File: src/rtl/alu8_pkg.sv
package alu8_pkg;
  localparam int unsigned DATA_W = 8;
  localparam int unsigned NIB_W  = DATA_W / 2;
  localparam int unsigned OP_W   = 4;

  typedef enum logic [OP_W-1:0] {
    OP_ADD  = 4'd0,
    OP_ADC  = 4'd1,
    OP_SUB  = 4'd2,
    OP_SBC  = 4'd3,
    OP_AND  = 4'd4,
    OP_XOR  = 4'd5,
    OP_OR   = 4'd6,
    OP_CMP  = 4'd7,
    OP_INC  = 4'd8,
    OP_DEC  = 4'd9,
    OP_CPL  = 4'd10,
    OP_SCF  = 4'd11,
    OP_CCF  = 4'd12,
    OP_DAA  = 4'd13,
    OP_RSV0 = 4'd14,
    OP_RSV1 = 4'd15
  } alu_op_e;

  typedef struct packed {
    logic z;
    logic n;
    logic h;
    logic c;
  } flags_t;

  localparam int unsigned FLAG_W = $bits(flags_t);
endpackage

File: src/rtl/alu8_addsub.sv
module alu8_addsub #(
  parameter int unsigned W = alu8_pkg::DATA_W
) (
  input  logic [W-1:0] a_i,
  input  logic [W-1:0] b_i,
  input  logic         cin_i,
  input  logic         sub_i,
  output logic [W-1:0] sum_o,
  output logic         half_o,
  output logic         carry_o
);
  localparam int unsigned HW = W / 2;
  localparam int unsigned UW = W - HW;

  logic [W-1:0] b_eff;
  logic         c_eff;
  logic [HW:0]  lo_sum;
  logic [UW:0]  hi_sum;

  // Subtraction is a + ~b + ~borrow; carries out then mean "no borrow".
  always_comb begin
    b_eff   = sub_i ? ~b_i : b_i;
    c_eff   = sub_i ^ cin_i;
    lo_sum  = {1'b0, a_i[HW-1:0]} + {1'b0, b_eff[HW-1:0]} + {{HW{1'b0}}, c_eff};
    hi_sum  = {1'b0, a_i[W-1:HW]} + {1'b0, b_eff[W-1:HW]} + {{UW{1'b0}}, lo_sum[HW]};
    sum_o   = {hi_sum[UW-1:0], lo_sum[HW-1:0]};
    half_o  = lo_sum[HW] ^ sub_i;
    carry_o = hi_sum[UW] ^ sub_i;
  end
endmodule

File: src/rtl/alu8_logic.sv
module alu8_logic #(
  parameter int unsigned W = alu8_pkg::DATA_W
) (
  input  alu8_pkg::alu_op_e op_i,
  input  logic [W-1:0]      a_i,
  input  logic [W-1:0]      b_i,
  output logic [W-1:0]      res_o
);
  import alu8_pkg::*;

  always_comb begin
    unique case (op_i)
      OP_AND:  res_o = a_i & b_i;
      OP_XOR:  res_o = a_i ^ b_i;
      OP_OR:   res_o = a_i | b_i;
      OP_CPL:  res_o = ~a_i;
      default: res_o = a_i;
    endcase
  end
endmodule

File: src/rtl/alu8_daa.sv
module alu8_daa #(
  parameter int unsigned W = alu8_pkg::DATA_W
) (
  input  logic [W-1:0]     a_i,
  input  alu8_pkg::flags_t f_i,
  output logic [W-1:0]     res_o,
  output logic             carry_o
);
  localparam int unsigned HW        = W / 2;
  localparam logic [HW-1:0] DIG_MAX = HW'(9);
  localparam logic [HW-1:0] DIG_FIX = HW'(6);
  localparam logic [W-1:0]  BYTE_MAX = {DIG_MAX, DIG_MAX};

  logic         lo_fix;
  logic         hi_fix;
  logic [W-1:0] corr;

  always_comb begin
    if (f_i.n) begin
      lo_fix = f_i.h;
      hi_fix = f_i.c;
    end else begin
      lo_fix = f_i.h || (a_i[HW-1:0] > DIG_MAX);
      hi_fix = f_i.c || (a_i > BYTE_MAX);
    end
    corr    = {(hi_fix ? DIG_FIX : '0), (lo_fix ? DIG_FIX : '0)};
    res_o   = f_i.n ? (a_i - corr) : (a_i + corr);
    carry_o = f_i.n ? f_i.c : hi_fix;
  end
endmodule

File: src/rtl/alu8_flagreg.sv
module alu8_flagreg #(
  parameter int unsigned W = alu8_pkg::FLAG_W
) (
  input  logic         clk,
  input  logic         rst_n,
  input  logic         we_i,
  input  logic [W-1:0] d_i,
  output logic [W-1:0] q_o
);
  always_ff @(posedge clk or negedge rst_n) begin
    if (!rst_n)    q_o <= '0;
    else if (we_i) q_o <= d_i;
  end


  flag_hold_chk: assert property (@(posedge clk) disable iff (!rst_n)
    !we_i |=> $stable(q_o));


  flag_load_chk: assert property (@(posedge clk) disable iff (!rst_n)
    we_i |=> (q_o == $past(d_i)));
endmodule

File: src/rtl/alu8_core.sv
module alu8_core #(
  parameter int unsigned DATA_W = alu8_pkg::DATA_W,
  parameter int unsigned OP_W   = alu8_pkg::OP_W,
  parameter int unsigned FLAG_W = alu8_pkg::FLAG_W
) (
  input  logic              clk,
  input  logic              rst_n,
  input  logic [OP_W-1:0]   op_i,
  input  logic [DATA_W-1:0] acc_i,
  input  logic [DATA_W-1:0] opnd_i,
  input  logic              flag_we_i,
  output logic [DATA_W-1:0] result_o,
  output logic              res_we_o,
  output logic [FLAG_W-1:0] flags_next_o,
  output logic [FLAG_W-1:0] flags_o
);
  import alu8_pkg::*;

  alu_op_e           op;
  flags_t            cur_f;
  flags_t            nxt_f;
  logic [DATA_W-1:0] add_b;
  logic              add_cin;
  logic              add_sub;
  logic [DATA_W-1:0] add_sum;
  logic              add_h;
  logic              add_c;
  logic [DATA_W-1:0] log_res;
  logic [DATA_W-1:0] daa_res;
  logic              daa_c;

  assign op    = alu_op_e'(op_i);
  assign cur_f = flags_t'(flags_o);

  // One shared adder serves add, subtract, compare, increment and decrement.
  always_comb begin
    add_b   = ((op == OP_INC) || (op == OP_DEC)) ? DATA_W'(1) : opnd_i;
    add_cin = ((op == OP_ADC) || (op == OP_SBC)) && cur_f.c;
    add_sub = (op == OP_SUB) || (op == OP_SBC) || (op == OP_CMP) || (op == OP_DEC);
  end

  alu8_addsub #(.W(DATA_W)) u_addsub (
    .a_i    (acc_i),
    .b_i    (add_b),
    .cin_i  (add_cin),
    .sub_i  (add_sub),
    .sum_o  (add_sum),
    .half_o (add_h),
    .carry_o(add_c)
  );

  alu8_logic #(.W(DATA_W)) u_logic (
    .op_i (op),
    .a_i  (acc_i),
    .b_i  (opnd_i),
    .res_o(log_res)
  );

  alu8_daa #(.W(DATA_W)) u_daa (
    .a_i    (acc_i),
    .f_i    (cur_f),
    .res_o  (daa_res),
    .carry_o(daa_c)
  );

  always_comb begin
    nxt_f    = cur_f;
    result_o = acc_i;
    res_we_o = 1'b0;
    unique case (op)
      OP_ADD, OP_ADC, OP_SUB, OP_SBC, OP_CMP: begin
        result_o = add_sum;
        res_we_o = (op != OP_CMP);
        nxt_f.z  = (add_sum == '0);
        nxt_f.n  = add_sub;
        nxt_f.h  = add_h;
        nxt_f.c  = add_c;
      end
      OP_INC, OP_DEC: begin
        result_o = add_sum;
        res_we_o = 1'b1;
        nxt_f.z  = (add_sum == '0);
        nxt_f.n  = add_sub;
        nxt_f.h  = add_h;
      end
      OP_AND, OP_XOR, OP_OR: begin
        result_o = log_res;
        res_we_o = 1'b1;
        nxt_f.z  = (log_res == '0);
        nxt_f.n  = 1'b0;
        nxt_f.h  = (op == OP_AND);
        nxt_f.c  = 1'b0;
      end
      OP_CPL: begin
        result_o = log_res;
        res_we_o = 1'b1;
        nxt_f.n  = 1'b1;
        nxt_f.h  = 1'b1;
      end
      OP_SCF, OP_CCF: begin
        nxt_f.n  = 1'b0;
        nxt_f.h  = 1'b0;
        nxt_f.c  = (op == OP_SCF) ? 1'b1 : ~cur_f.c;
      end
      OP_DAA: begin
        result_o = daa_res;
        res_we_o = 1'b1;
        nxt_f.z  = (daa_res == '0);
        nxt_f.h  = 1'b0;
        nxt_f.c  = daa_c;
      end
      default: begin
        nxt_f = cur_f;
      end
    endcase
  end

  assign flags_next_o = nxt_f;

  alu8_flagreg #(.W(FLAG_W)) u_flagreg (
    .clk  (clk),
    .rst_n(rst_n),
    .we_i (flag_we_i),
    .d_i  (flags_next_o),
    .q_o  (flags_o)
  );


  cmp_no_write_chk: assert property (@(posedge clk) disable iff (!rst_n)
    (op_i == OP_CMP) |-> !res_we_o);


  and_flags_chk: assert property (@(posedge clk) disable iff (!rst_n)
    (op_i == OP_AND) |-> (flags_next_o[1] && !flags_next_o[0] && !flags_next_o[2]));


  incdec_keep_c_chk: assert property (@(posedge clk) disable iff (!rst_n)
    ((op_i == OP_INC) || (op_i == OP_DEC)) |-> (flags_next_o[0] == flags_o[0]));


  cpl_keep_zc_chk: assert property (@(posedge clk) disable iff (!rst_n)
    (op_i == OP_CPL) |-> ((flags_next_o[3] == flags_o[3]) && (flags_next_o[0] == flags_o[0])));


  scf_sets_c_chk: assert property (@(posedge clk) disable iff (!rst_n)
    (op_i == OP_SCF) |-> (flags_next_o[0] && !res_we_o));


  rsv_noop_chk: assert property (@(posedge clk) disable iff (!rst_n)
    (op_i >= OP_RSV0) |-> (!res_we_o && (flags_next_o == flags_o)));
endmodule

File: config.mk
export PLATFORM = sky130hd
export DESIGN_NAME = alu8_core
export DESIGN_NICKNAME = d
export VERILOG_FILES = /design/src/rtl/alu8_pkg.sv /design/src/rtl/alu8_addsub.sv /design/src/rtl/alu8_logic.sv /design/src/rtl/alu8_daa.sv /design/src/rtl/alu8_flagreg.sv /design/src/rtl/alu8_core.sv
export SDC_FILE = /design/constraint.sdc
export NUM_CORES = 1
export LEC_CHECK = 0
export CORE_ASPECT_RATIO = 2
export CORE_UTILIZATION = 40
export CTS_CLUSTER_SIZE = 8
export DETAILED_ROUTE_END_ITERATION = 10
export DONT_BUFFER_PORTS = 1
export PLACE_DENSITY_LB_ADDON = 0.05
export SLEW_MARGIN = 20
export SYNTH_ARGS = -nofsm -noshare
export SYNTH_HDL_FRONTEND = slang
export SYNTH_HIERARCHICAL = 1
export SYNTH_SLANG_ARGS = --single-unit
export TNS_END_PERCENT = 30
File: constraint.sdc
create_clock -name clk -period 8.6 [get_ports clk]
set_input_delay 0 -clock clk [delete_from_list [all_inputs] [get_ports clk]]
set_output_delay 0 -clock clk [all_outputs]
set_load 0.02 [all_outputs]
==> impl_metrics.json, run 1 <==
{
  "worstSkewPairLatency_ps": 210,
  "cts_hold_buf": 2,
  "cellPowerDensity_nw_per_um2": 136.1,
  "async_reset_ff_share_pct": 100.0,
  "grt_max_degree": 32,
  "period_share_pct": 54.01,
  "drive_above_1_share_pct": 5.863,
  "cts_max_level": 1,
  "rows": 38,
  "synth_fp_nets": 375,
  "cts_tree": "done",
  "drv_cap": 0,
  "top_regs": "u_flagreg/q_o: 4 flops",
  "drtIter0Drc": 92,
  "grt_usage_pct": 25.64,
  "syn_to_final_growth_pct": 0.8272,
  "io-pin-count": 40,
  "post_cts_resized": 0,
  "timing.hold.ws_ps": 59.66,
  "cts_buffers": 3,
  "multi_input_area_um2": 1904,
  "grt_pass1_vias": 2301,
  "path_class": "in2reg",
  "cpMostUsedCell": "fa_1",
  "synth-seq-cells": 4,
  "synth_area_leaders": "ha_1 17%, inv_1 6.5%, o21ai_0 5.1%",
  "worstSetupStartpointType": "input port",
  "regArea_um2": 100.1,
  "core_area_um2": 5420,
  "place_ws_ps": 3755,
  "hold_viol_final": 0,
  "drc": 0,
  "setup-violations-final": 0,
  "stdcell_area_um2": 2287,
  "status": "finished clean",
  "crit_path_end_kind": "flop",
  "dieArea_um2": 5995,
  "routed-via-count": 2245,
  "wl_per_cell_um": 21.12,
  "drtAntennaViolNets": 0,
  "yosys_warnings": 6,
  "port_buffers": 0,
  "worst-path-max-fanout": 24,
  "fillers": 613,
  "largest_reg_flops": 4,
  "max-clock-path-buffers": 2,
  "synth_top_area_cell": "ha_1",
  "placed_cell_area_um2": 2226,
  "p_leak_nw": 1.083,
  "avgSynthCellArea_um2": 7.156,
  "max_stage_delay_ps": 610,
  "ys_types": 53,
  "seq_area_frac_synth_pct": 4.413,
  "start_util_pct": 41.85,
  "peakVddDrop_mv": 0.1253,
  "fin_skew_ps": 1.028,
  "max_freq_mhz": 215.3,
  "num_antenna_cells": 0,
  "relSlewSlack_pct": 39.72,
  "cp.arrival_ps": 4790,
  "dp_hpwl_mm": 5.965,
  "crit_chain": "inv_1, nor3_4, a32o_1, xnor2_1, fa_1, fa_1, nand2b_1, o2bb2ai_1, fa_1, inv_1, fa_1, nor4_1, o211ai_1, a41oi_1, mux2_2",
  "setup_slack_ps": 3955,
  "rsz0062_at_grt": "no",
  "antenna_found_initial": 0,
  "slowest_stage": "a32o_1",
  "regMostFlops": "u_flagreg/q_o",
  "gr-total-overflow": 0,
  "ys.flop_type": "dfrtp_1",
  "clock-root-buffer": "clkbuf_8",
  "grt_first_pass_wirelength_mm": 11.91,
  "dr.pass1.iters": 4,
  "fin_crit_ps": 4645,
  "tightest_slew_ps": 898.7,
  "drt-total-wl_mm": 7.750,
  "cts_setup_buffers": 0,
  "clk_pin_slew_ps": 30,
  "finalSetupTns_ps": 0,
  "drt-vias-per-instance": 6.117,
  "yosys.area.top_type_share_pct": 17.10,
  "hp-class": "in2async",
  "die_h_um": 108.5,
  "synth_edf_count": 0,
  "nets": 367,
  "finalMaxSlewViolations": 0,
  "netlist_area_um2": 2268,
  "worst_ep_required_time_ps": 8750,
  "die_w_um": 55.25,
  "place.gp.congestion": 0.8646,
  "synthCells": 317,
  "clock-sinks": 4
}
-- per-stage QoR --
stage / power [mW] / util (%) / std cells
2_1_floorplan: 0.2276 / - / 317
3_3_place_gp: 0.2709 / 41.07 / 362
3_5_place_dp: 0.2712 / 41.07 / 362
4_1_cts: 0.3130 / 42.20 / 367
5_1_grt: 0.3392 / 42.20 / 367
6_report: 0.3113 / 42.20 / 367
-- worst paths after layout --
path                                         end  cells after the start              from  slack [ps]
worst max-delay path            u_flagreg/q_o[3]                     15           op_i[3]        3960
worst min-delay path            u_flagreg/q_o[2]                      1             rst_n          60
worst max register to register  u_flagreg/q_o[3]                     13  u_flagreg/q_o[0]        4120
worst min register to register  u_flagreg/q_o[3]                      1  u_flagreg/q_o[3]         740
max in group asynchronous       u_flagreg/q_o[3]                      1             rst_n        8370
min in group clk                        res_we_o                      1           op_i[2]         140
-- logic make-up after synthesis --
kind of cell	after synthesis	synth area share, %
buffers and inverters	54	11.64
multiplexers	13	5.957
AO/OA/AOI/OAI	90	25.92
flip-flops	4	4.413
XOR/XNOR	20	7.722
AND/OR/NAND/NOR	101	23.72
adder cells (fa/ha/maj)	35	20.63
-- power breakdown --
part           switching, mW  total (mW)  internal (mW)
Combinational          0.144       0.238         0.0933
Clock                0.00871      0.0385         0.0297
Sequential            0.0127      0.0352         0.0225
-- worst max-delay path, delay by kind of cell --
family | cells | cell delay (ps)
muxes | 1 | 280
adders and majority gates | 4 | 1690
and+or+nand+nor | 3 | 860
buffers and inverters | 2 | 200
xor gates and xnor gates | 1 | 210
AOI/OAI and AO/OA | 4 | 1550
-- area by class of cell --
| cell class | instances | share of cell area, % |
|---|---|---|
| Tap cell | 60 | 3.282 |
| Timing Repair Buffer | 2 | 0.8753 |
| Inverter | 39 | 6.400 |
| Multi-Input combinational cell | 259 | 83.26 |
| Clock buffer | 3 | 1.805 |
| Sequential cell | 4 | 4.376 |
-- cells in the final DEF (no fill, tap or decap), drive strengths merged, types with 5 or more instances in the layout --
cell type  synthesis  final
inv               39     39
mux2i              9      9
nor4               6      6
xor2               8      8
o22ai             11     11
nor2b             15     15
a31oi              7      7
nand2             25     25
a21oi             19     19
nand2b             9      9
xnor2             12     12
o21ai             24     24
a21o               5      5
ha                31     31
nor2              27     27
nand3              5      5
-- cell usage after synthesis, drive strengths merged, types with 9 or more instances --
cell type and instances:
a21oi 19, buf 14, ha 31, inv 39
mux2i 9, nand2 25, nand2b 9, nor2 27
nor2b 15, o21ai 24, o22ai 11, xnor2 12
-- routing by layer --
metal	part of all wire, %	vias to the layer above	global-route usage, %	routed length, um
met3	3.7	25	2.632	287
met2	56	58	51.72	4316
met4	5.1	0	12.86	396
li1	-	1099	-	-
met5	0	-	0	0
met1	35	1063	24.87	2750
Power figures use the tool's default switching activity.
==> inputs of run 2 (changes only) <==
--- a/config.mk
+++ b/config.mk
@@ -5,6 +5,7 @@
 export SDC_FILE = /design/constraint.sdc
 export NUM_CORES = 1
 export LEC_CHECK = 0
+export ABC_AREA = 1
 export CORE_ASPECT_RATIO = 2
 export CORE_UTILIZATION = 40
 export CTS_CLUSTER_SIZE = 8
==> constraint.sdc (replaced) <==
create_clock -name clk -period 3.97 [get_ports clk]
set_input_delay 0 -clock clk [delete_from_list [all_inputs] [get_ports clk]]
set_output_delay 0 -clock clk [all_outputs]
set_load 0.02 [all_outputs]
==> impl_metrics.json, run 2 <==
{
  "drtIter0Drc": 143,
  "cp-startpoint": "u_flagreg/q_o[0]",
  "worstSkewPairLatency_ps": 230,
  "peakVddDrop_mv": 0.2772,
  "drt-vias-per-instance": 5.302,
  "synth_top_area_cell": "nand2_1",
  "clockPowerShare_pct": 22.0,
  "p_leak_nw": 1.487,
  "worst-path-max-fanout": 2,
  "drc": 0,
  "reg2reg_from": "u_flagreg/q_o[0]",
  "regArea_um2": 100.1,
  "clock-root-buffer": "clkbuf_16",
  "seq_area_frac_synth_pct": 4.215,
  "synth_fp_nets": 486,
  "top_regs": "u_flagreg/q_o: 4 flops",
  "yosys.area.top_type_share_pct": 22.13,
  "start_util_pct": 41.60,
  "syn_to_final_growth_pct": 6.586,
  "synth-xor-area-share_pct": 5.532,
  "ys.flop_type": "dfrtp_1",
  "largest_reg_flops": 4,
  "synth_edf_count": 0,
  "r2r_cells": 19,
  "slowest_stage": "fa_1",
  "cp.arrival_ps": 3600,
  "dp_hpwl_mm": 6.053,
  "avgSynthCellArea_um2": 5.549,
  "ys_top_cells_by_count": "140 x nand2_1, 64 x inv_1, 57 x nand3_1, 44 x nor2_1, 31 x ha_1",
  "synth-seq-cells": 4,
  "combPwrFrac_pct": 69.9,
  "synth_compound_area_share_pct": 5.269,
  "regMostFlops": "u_flagreg/q_o",
  "crit_path_end_kind": "output pin",
  "p_seq_share_pct": 8.1,
  "grt_usage_pct": 23.93,
  "finalMaxSlewViolations": 0,
  "clock-sinks": 4,
  "wl_per_cell_um": 14.88,
  "timing.hold.ws_ps": 55.22,
  "port_buffers": 0,
  "async_reset_ff_share_pct": 100.0,
  "core_area_um2": 5709,
  "yosysMostFrequentCell": "nand2_1",
  "intPower_mw": 0.3462,
  "drive_above_1_share_pct": 7.870,
  "sw_frac_of_total_pct": 51.89,
  "synthCells": 428,
  "synth-simple-area-share_pct": 51.95,
  "grt_pass1_vias": 2598,
  "multi_input_area_um2": 1958,
  "period_share_pct": 90.58,
  "drtAntennaViolNets": 0,
  "max-clock-path-buffers": 2,
  "routed-via-count": 2614,
  "final_cell_mix": "140 x nand2_1, 64 x inv_1, 57 x nand3_1, 44 x nor2_1, 31 x ha_1",
  "final_cells": 493,
  "rows": 39,
  "drt-total-wl_mm": 7.334,
  "place.gp.congestion": 0.9191,
  "cts_buffers": 3,
  "status": "finished clean",
  "relSlewSlack_pct": 51.89,
  "cts_tree": "done",
  "max_freq_mhz": 278.1,
  "nets": 492,
  "die_h_um": 111.0,
  "worst_ep_required_time_ps": 3970,
  "path_class": "reg2out",
  "rsz0062_at_grt": "no",
  "num_antenna_cells": 0,
  "ys_types": 31,
  "post_cts_resized": 0,
  "fin_skew_ps": 3.485,
  "dr.pass1.iters": 4,
  "die_w_um": 56.49,
  "dieArea_um2": 6268,
  "yosys_warnings": 6,
  "setup-violations-final": 0,
  "hold_viol_final": 0,
  "hp-class": "in2async",
  "dp.cells": 488,
  "io-pin-count": 40,
  "synthAdderAreaFrac_pct": 19.70,
  "grt_max_degree": 26,
  "netlist_area_um2": 2375,
  "clk_pin_slew_ps": 30,
  "cellPowerDensity_nw_per_um2": 284.3,
  "worstSetupStartpointType": "flop",
  "synth_area_leaders": "nand2_1 22%, ha_1 16%, nand3_1 12%",
  "p_switching_mw": 0.3734,
  "final_common_cell": "nand2_1",
  "fin_crit_ps": 3596,
  "drv_cap": 0,
  "max_stage_delay_ps": 430,
  "grt_first_pass_wirelength_mm": 11.83,
  "p_total_mw": 0.7196,
  "tightest_slew_ps": 719.0,
  "finalSetupTns_ps": 0,
  "crit_chain": "inv_1, nor3_1, xnor2_1, fa_1, fa_1, inv_1, nand2_1, nand2_1, nand2_2, fa_1, inv_1, fa_1, nor2_1, nand2_1, nor2_1, nand2_1, nand4_1, buf_4",
  "muxShareOfSynthArea_pct": 0,
  "gr-total-overflow": 0,
  "fillers": 664,
  "cts_max_level": 1,
  "antenna_found_initial": 0,
  "synth_top_family_by_area": "simple AND/OR/NAND/NOR gates"
}
-- run 2: cells by family after synthesis --
group | Yosys count
fa+ha+maj | 35
buf+inv | 77
xor+xnor | 15
simple gates | 278
flops | 4
compound gates | 19
-- run 2: metrics by stage --
stage	utilization (%)	area, um2	setup WS, ps
floorplan	-	2375	495.5
global placement	42.67	2436	601.3
detailed placement	42.67	2436	562.3
CTS	44.33	2531	349.6
global route	44.33	2531	74.11
finish	44.33	2531	373.8
-- run 2: final cells by class --
class / count / area share [%]
clock buffer: 3 / 2.966
inverter: 72 / 10.73
multi-input combinational: 347 / 77.36
sequential: 4 / 3.955
tap: 61 / 3.015
timing repair buffer: 6 / 1.977
-- run 2: routing by layer --
metal	global-route usage (%)	part of all wire (%)
met5	0	0
met4	7.154	1.9
met3	2.800	3.9
met2	47.53	57
met1	24.66	38
-- run 2: worst max-delay path, delay by kind of cell (launching register included) --
kind	cells	cell delay [ps]
xor gates and xnor gates	1	110
DFF	1	330
adders and majority gates	4	1630
and+or+nand+nor	9	920
buffers and inverters	4	380
-- run 2: worst paths after layout --
check / end / slack (ps)
worst max-delay path: flags_next_o[3] / 370
worst min-delay path: u_flagreg/q_o[0] / 60
worst max register to register: u_flagreg/q_o[3] / 560
worst min register to register: u_flagreg/q_o[3] / 650
max in group asynchronous: u_flagreg/q_o[2] / 3730
min in group clk: u_flagreg/q_o[0] / 220
-- run 2: power groups by stage --
stage	Clock, mW	Combinational [mW]	Sequential [mW]
4_1_cts	0.161	0.508	0.0583
2_1_floorplan	0	0.393	0.0614
3_3_place_gp	0	0.496	0.0588
6_report	0.158	0.503	0.0582
5_1_grt	0.165	0.573	0.0593
3_5_place_dp	0	0.502	0.0586
-- run 2: what timing repair did --
item	in CTS	in global routing
endpoints found under the hold margin	8	0
setup endpoints to repair	0	0
hold buffers	2	0
buffers inserted	0	0
